<file path="src/rtl/padhit_pkg.sv">
package padhit_pkg;
  typedef enum logic {
    MODE_GATED = 1'b0,
    MODE_FREE  = 1'b1
  } capture_mode_e;
endpackage

</file>
<file path="src/rtl/padhit_binner.sv">
module padhit_binner #(
  parameter int NCH         = 64,
  parameter int TS_W        = 24,
  parameter int TICK_CYCLES = 4
) (
  input  logic            clk,
  input  logic            rst_n,
  input  logic [NCH-1:0]  pad_i,
  input  logic [NCH-1:0]  chan_en_i,
  output logic            bin_end_o,
  output logic [TS_W-1:0] bin_ts_o,
  output logic [NCH-1:0]  bin_hits_o
);
  localparam int DIV_W = (TICK_CYCLES > 1) ? $clog2(TICK_CYCLES) : 1;

  logic [DIV_W-1:0] div_q;
  logic [NCH-1:0]   acc_q;
  logic [TS_W-1:0]  ts_q;

  assign bin_end_o  = (div_q == DIV_W'(TICK_CYCLES - 1));
  assign bin_hits_o = (acc_q | pad_i) & chan_en_i;
  assign bin_ts_o   = ts_q;

  always_ff @(posedge clk or negedge rst_n) begin
    if (!rst_n) begin
      div_q <= '0;
      acc_q <= '0;
      ts_q  <= '0;
    end else if (bin_end_o) begin
      div_q <= '0;
      acc_q <= '0;
      ts_q  <= ts_q + 1'b1;
    end else begin
      div_q <= div_q + 1'b1;
      acc_q <= acc_q | pad_i;
    end
  end
endmodule

</file>
<file path="src/rtl/padhit_pipe.sv">
module padhit_pipe #(
  parameter int NCH   = 64,
  parameter int TS_W  = 24,
  parameter int DEPTH = 8,
  parameter int LAT_W = 3
) (
  input  logic             clk,
  input  logic             rst_n,
  input  logic             shift_i,
  input  logic [TS_W-1:0]  ts_i,
  input  logic [NCH-1:0]   hits_i,
  input  logic [LAT_W-1:0] lat_i,
  output logic [TS_W-1:0]  ts_o,
  output logic [NCH-1:0]   hits_o
);
  logic [TS_W-1:0] ts_q   [DEPTH];
  logic [NCH-1:0]  hits_q [DEPTH];

  for (genvar g = 0; g < DEPTH; g++) begin : g_stage
    always_ff @(posedge clk or negedge rst_n) begin
      if (!rst_n) begin
        ts_q[g]   <= '0;
        hits_q[g] <= '0;
      end else if (shift_i) begin
        if (g == 0) begin
          ts_q[g]   <= ts_i;
          hits_q[g] <= hits_i;
        end else begin
          ts_q[g]   <= ts_q[g-1];
          hits_q[g] <= hits_q[g-1];
        end
      end
    end
  end

  always_comb begin
    int sel;
    sel = int'(lat_i);
    if (sel > DEPTH - 1) sel = DEPTH - 1;
    ts_o   = ts_q[sel];
    hits_o = hits_q[sel];
  end
endmodule

</file>
<file path="src/rtl/padhit_fifo.sv">
module padhit_fifo #(
  parameter int W     = 88,
  parameter int DEPTH = 4
) (
  input  logic         clk,
  input  logic         rst_n,
  input  logic         push_i,
  input  logic [W-1:0] din_i,
  input  logic         ready_i,
  output logic         valid_o,
  output logic [W-1:0] dout_o,
  output logic         ovf_o
);
  localparam int PTR_W = (DEPTH > 1) ? $clog2(DEPTH) : 1;
  localparam int CNT_W = PTR_W + 1;

  logic [W-1:0]     mem [DEPTH];
  logic [PTR_W-1:0] wr_q, rd_q;
  logic [CNT_W-1:0] cnt_q;
  logic             full, pop, accept;

  assign full    = (cnt_q == CNT_W'(DEPTH));
  assign valid_o = (cnt_q != '0);
  assign pop     = valid_o && ready_i;
  assign accept  = push_i && (!full || pop);
  assign dout_o  = mem[rd_q];

  function automatic logic [PTR_W-1:0] bump(input logic [PTR_W-1:0] p);
    return (p == PTR_W'(DEPTH - 1)) ? '0 : p + 1'b1;
  endfunction

  always_ff @(posedge clk) begin
    if (accept) mem[wr_q] <= din_i;
  end

  always_ff @(posedge clk or negedge rst_n) begin
    if (!rst_n) begin
      wr_q  <= '0;
      rd_q  <= '0;
      cnt_q <= '0;
      ovf_o <= 1'b0;
    end else begin
      if (accept) wr_q <= bump(wr_q);
      if (pop)    rd_q <= bump(rd_q);
      if (accept && !pop)      cnt_q <= cnt_q + 1'b1;
      else if (pop && !accept) cnt_q <= cnt_q - 1'b1;
      if (push_i && !accept)   ovf_o <= 1'b1;
    end
  end
endmodule

</file>
<file path="src/rtl/padhit_capture.sv">
module padhit_capture #(
  parameter int NCH         = 64,
  parameter int TS_W        = 24,
  parameter int TICK_CYCLES = 4,
  parameter int DEPTH       = 8,
  parameter int FIFO_DEPTH  = 4,
  localparam int LAT_W      = (DEPTH > 1) ? $clog2(DEPTH) : 1
) (
  input  logic             clk,
  input  logic             rst_n,
  input  logic [NCH-1:0]   pad_i,
  input  logic [NCH-1:0]   chan_en_i,
  input  logic             mode_i,
  input  logic             trig_i,
  input  logic [LAT_W-1:0] lat_i,
  output logic             rec_valid_o,
  input  logic             rec_ready_i,
  output logic [TS_W-1:0]  rec_ts_o,
  output logic [NCH-1:0]   rec_hits_o,
  output logic             ovf_o
);
  import padhit_pkg::*;

  localparam int REC_W = TS_W + NCH;

  logic            bin_end;
  logic [TS_W-1:0] bin_ts, sel_ts;
  logic [NCH-1:0]  bin_hits, sel_hits;
  logic            push;
  logic [REC_W-1:0] push_rec, head_rec;

  padhit_binner #(.NCH(NCH), .TS_W(TS_W), .TICK_CYCLES(TICK_CYCLES)) u_binner (
    .clk(clk), .rst_n(rst_n), .pad_i(pad_i), .chan_en_i(chan_en_i),
    .bin_end_o(bin_end), .bin_ts_o(bin_ts), .bin_hits_o(bin_hits)
  );

  padhit_pipe #(.NCH(NCH), .TS_W(TS_W), .DEPTH(DEPTH), .LAT_W(LAT_W)) u_pipe (
    .clk(clk), .rst_n(rst_n), .shift_i(bin_end), .ts_i(bin_ts), .hits_i(bin_hits),
    .lat_i(lat_i), .ts_o(sel_ts), .hits_o(sel_hits)
  );

  always_comb begin
    if (capture_mode_e'(mode_i) == MODE_FREE) begin
      push     = bin_end && (bin_hits != '0);
      push_rec = {bin_ts, bin_hits};
    end else begin
      push     = trig_i;
      push_rec = {sel_ts, sel_hits};
    end
  end

  padhit_fifo #(.W(REC_W), .DEPTH(FIFO_DEPTH)) u_fifo (
    .clk(clk), .rst_n(rst_n), .push_i(push), .din_i(push_rec),
    .ready_i(rec_ready_i), .valid_o(rec_valid_o), .dout_o(head_rec), .ovf_o(ovf_o)
  );

  assign rec_ts_o   = head_rec[REC_W-1:NCH];
  assign rec_hits_o = head_rec[NCH-1:0];
endmodule

</file>
<file path="config.mk">
export PLATFORM = sky130hd
export DESIGN_NAME = padhit_capture
export DESIGN_NICKNAME = d
export VERILOG_FILES = /design/src/rtl/padhit_pkg.sv /design/src/rtl/padhit_binner.sv /design/src/rtl/padhit_pipe.sv /design/src/rtl/padhit_fifo.sv /design/src/rtl/padhit_capture.sv
export SDC_FILE = /design/constraint.sdc
export NUM_CORES = 2
export LEC_CHECK = 0
export BUFFER_PORTS_ARGS = -buffer_cell sky130_fd_sc_hd__buf_2
export CAP_MARGIN = 25
export CORE_MARGIN = 5
export CORE_UTILIZATION = 50
export DETAILED_ROUTE_END_ITERATION = 7
export GPL_TIMING_DRIVEN = 0
export PLACE_DENSITY = 0.72
export RECOVER_POWER = 100
export SYNTH_ARGS = -nofsm -noshare
export SYNTH_HDL_FRONTEND = slang
export SYNTH_SLANG_ARGS = --single-unit
</file>
<file path="constraint.sdc">
create_clock -name clk -period 9.55 [get_ports clk]
set_input_delay 2.865 -clock clk [delete_from_list [all_inputs] [get_ports clk]]
set_output_delay 2.865 -clock clk [all_outputs]
set_load 0.03 [all_outputs]
</file>
==> impl_metrics.json <==
{
  "synth_edf_count": 352,
  "cp_cell_sequence": "buf_2, o21ai_0, nand4_1, nor4_1, nand4_1, a22o_1, and2_4, dlymetal6s4s_1",
  "cpMostUsedCell": "nand4_1",
  "cts.htree.levels": 3,
  "drt_first_pass_iters": 5,
  "wl_um": 119000,
  "grt_max_degree": 120,
  "hold_path.startpoint": "u_binner.div_q[0]$_DFF_PN0_",
  "placed_cells": 4463,
  "synth_top_area_share_pct": 41.2,
  "layout.cells.non_filler": 4693,
  "cp-start-kind": "input pin",
  "syn_inst": 2943,
  "place.gp.congestion": 0.802,
  "cts_tree": "done",
  "slew_viol_final": 216,
  "drc": 0,
  "worst_pin_slew_ps": 5000,
  "rows": 114,
  "layout-drive-gt1-share_pct": 36.8,
  "num_vias": 27500,
  "hold_slack_ps": 456,
  "critPathMaxFanout": 46,
  "nFillCells": 7538,
  "required_ps": 9530,
  "cp_slowest_cell": "dlymetal6s4s_1",
  "clock_latency_ps": 700,
  "crit_type": "input pin to flip-flop",
  "antenna_found_initial": 3,
  "setup_viol_count_final": 0,
  "globalRouteTotalUtil_pct": 23.0,
  "final.min_clock_period_ps": 7890,
  "netlist_area_um2": 48800,
  "slew_headroom_pct": -233,
  "nNetsFinal": 3459,
  "status": "complete, but fails checks",
  "rsz0062_at_grt": "no",
  "r2r_slack_ps": 3590,
  "clk_pin_slew_worst_paths_ps": 60,
  "synth_area_leaders": "dfrtp_1 (41%), edfxtp_1 (22%), mux2_2 (15%)",
  "reg2reg_from": "u_binner.acc_q[60]$_DFF_PN0_",
  "ir_worst_vdd_v": 0.000167,
  "die_h_um": 322,
  "maxCapViolCount": 11,
  "grt.overflow.total": 0,
  "hpwl_um": 81400,
  "whs_path_depth": 1,
  "synth_commonest_cells": "dfrtp_1 (802), mux2_2 (651), edfxtp_1 (352)",
  "yosys_warnings": 0,
  "rr_worst_depth": 7,
  "hp-class": "flip-flop to flip-flop",
  "ctsHoldBuffers": 0,
  "endpoint_kind": "flip-flop",
  "whs_endpoint": "u_binner.div_q[0]$_DFF_PN0_",
  "syn_nets": 3088,
  "first_iter_violations": 2477,
  "timing.fmax_mhz": 127,
  "synthArstFlopShare_pct": 69.5,
  "violations": "max-capacitance violations, max-slew violations",
  "yosysUniqueCellTypes": 38,
  "crit_arrival_ps": 7880,
  "timing.critical_path.max_delay_family": "simple AND/OR/NAND/NOR gates",
  "viasPerCell": 5.87,
  "cts_sinks": 1154,
  "first_global_vias": 28700,
  "synth_seq_cells": 1154,
  "wl_per_cell_um": 25.4,
  "report.final.hold_viol_count": 0,
  "skew_ps": 31.6,
  "synth_seq_area_share_pct": 62.8,
  "cts_root_buf": "clkbuf_16",
  "initial_core_util_pct": 50.4,
  "core_region_area_um2": 96700,
  "grt_pass1_wl_um": 181000,
  "yosysMostFrequentCell": "dfrtp_1",
  "max_stage_delay_ps": 1360,
  "cts_buffers": 116,
  "post_cts_buffers": 0,
  "critPathBufInv": 2,
  "reg2reg_to": "u_fifo.mem[1][3]$_DFFE_PP_",
  "clk_path_buf_depth": 3,
  "fp.dieW_um": 322,
  "io_pins": 226,
  "detail-route-antenna-nets": 0,
  "avgSynthCellArea_um2": 16.6,
  "powerDensity_nw_per_um2": 220,
  "synth_flop_cell": "dfrtp_1",
  "fin_tns_setup_ps": 0,
  "min_period_over_period_pct": 82.7,
  "ctsResizeCount": 0,
  "area_delta_synth_final_pct": 13.8,
  "synth_top_cell_by_area": "dfrtp_1",
  "die-area_um2": 104000,
  "leakage_uw": 0.0218,
  "io_buffers": 221
}
## registers in the layout (all words and copies together), names as in the netlist
register	flops
u_fifo.wr_q	2
u_pipe.hits_q	512
u_binner.acc_q	64
u_binner.bin_ts_o	24
u_fifo.cnt_q	3
u_fifo.mem	352
u_binner.div_q	2
u_fifo.ovf_o	1
u_pipe.ts_q	192
u_fifo.rd_q	2
## per-stage QoR
step	area, um^2	setup slack [ps]	utilization [%]	total power [uW]
after floorplan	48800	3550	-	7140
after global placement	51500	-11940	53.2	7910
after detailed placement	51900	3150	53.7	7960
after CTS	55600	3190	57.5	12400
after global routing	55500	1600	57.4	12700
final	55500	1660	57.4	12200
## per-layer routing
| layer | vias up | track usage (%) | routed length, um |
|---|---|---|---|
| li1 | 11900 | - | - |
| met1 | 14700 | 34.0 | 53300 |
| met2 | 787 | 35.1 | 54600 |
| met3 | 152 | 5.29 | 8510 |
| met4 | 0 | 6.28 | 2880 |
| met5 | - | 0 | 0 |
## kinds of logic after synthesis
family / count (synthesis) / synth area share [%]
compound gates: 215 / 2.57
xor+xnor: 26 / 0.467
fa+ha+maj: 9 / 0.246
buf+inv: 243 / 1.92
flops: 1154 / 62.8
mux: 1003 / 29.0
simple gates: 293 / 2.92
## worst max path at each step
stage          slack, ps                  startpoint                      endpoint  cells after the start
2_1_floorplan       3550                      mode_i    u_fifo.mem[0][0]$_DFFE_PP_                      5
6_report            1660                   pad_i[60]    u_fifo.mem[1][3]$_DFFE_PP_                      8
4_1_cts             3190  u_fifo.rd_q[1]$_DFFE_PN0P_                  rec_ts_o[17]                      5
3_5_place_dp        3150                    lat_i[1]   u_fifo.mem[0][60]$_DFFE_PP_                      7
5_1_grt             1600                    pad_i[3]   u_fifo.mem[1][86]$_DFFE_PP_                      8
3_3_place_gp      -11940                       rst_n  u_pipe.ts_q[176]$_DFFE_PN0P_                      1
## power breakdown
group / total, uW / switching, uW / internal [uW] / leakage, uW
combinational: 2180 / 1400 / 787 / 0.00700
clock: 4430 / 1890 / 2540 / 0.00180
sequential: 5610 / 147 / 5460 / 0.0130
## worst register-to-register path, stage by stage (launching register included)
cell,delay (ps)
dfrtp_1,370
o21ai_0,1210
nand4_1,270
nor4_1,690
nand4_1,500
a22o_1,420
and2_4,390
dlymetal6s4s_1,1370
## area by class of cell
class,count,area [um^2],area share [%]
repair buffers,253,1470,2.65
inverters,60,225,0.406
clock buffers,169,3280,5.92
diodes,3,7.51,0.0135
multi-input cells,1546,17200,30.9
clock inverters,49,409,0.737
plain buffers,183,713,1.28
flip-flops and latches,1154,30600,55.2
well taps,1276,1600,2.88
## cell usage in the layout (no fill, tap or decap), types with 56 or more instances in the layout
cell and instances:
a211oi_1 56, a21oi_1 57, buf_2 159, clkbuf_1 286, clkbuf_16 118, dfrtp_1 802
edfxtp_1 352, inv_1 60, mux2_2 649, mux2i_1 88, mux4_2 264, nor2_1 135
nor2b_1 61, o21ai_0 83
Power figures use the tool's default switching activity.
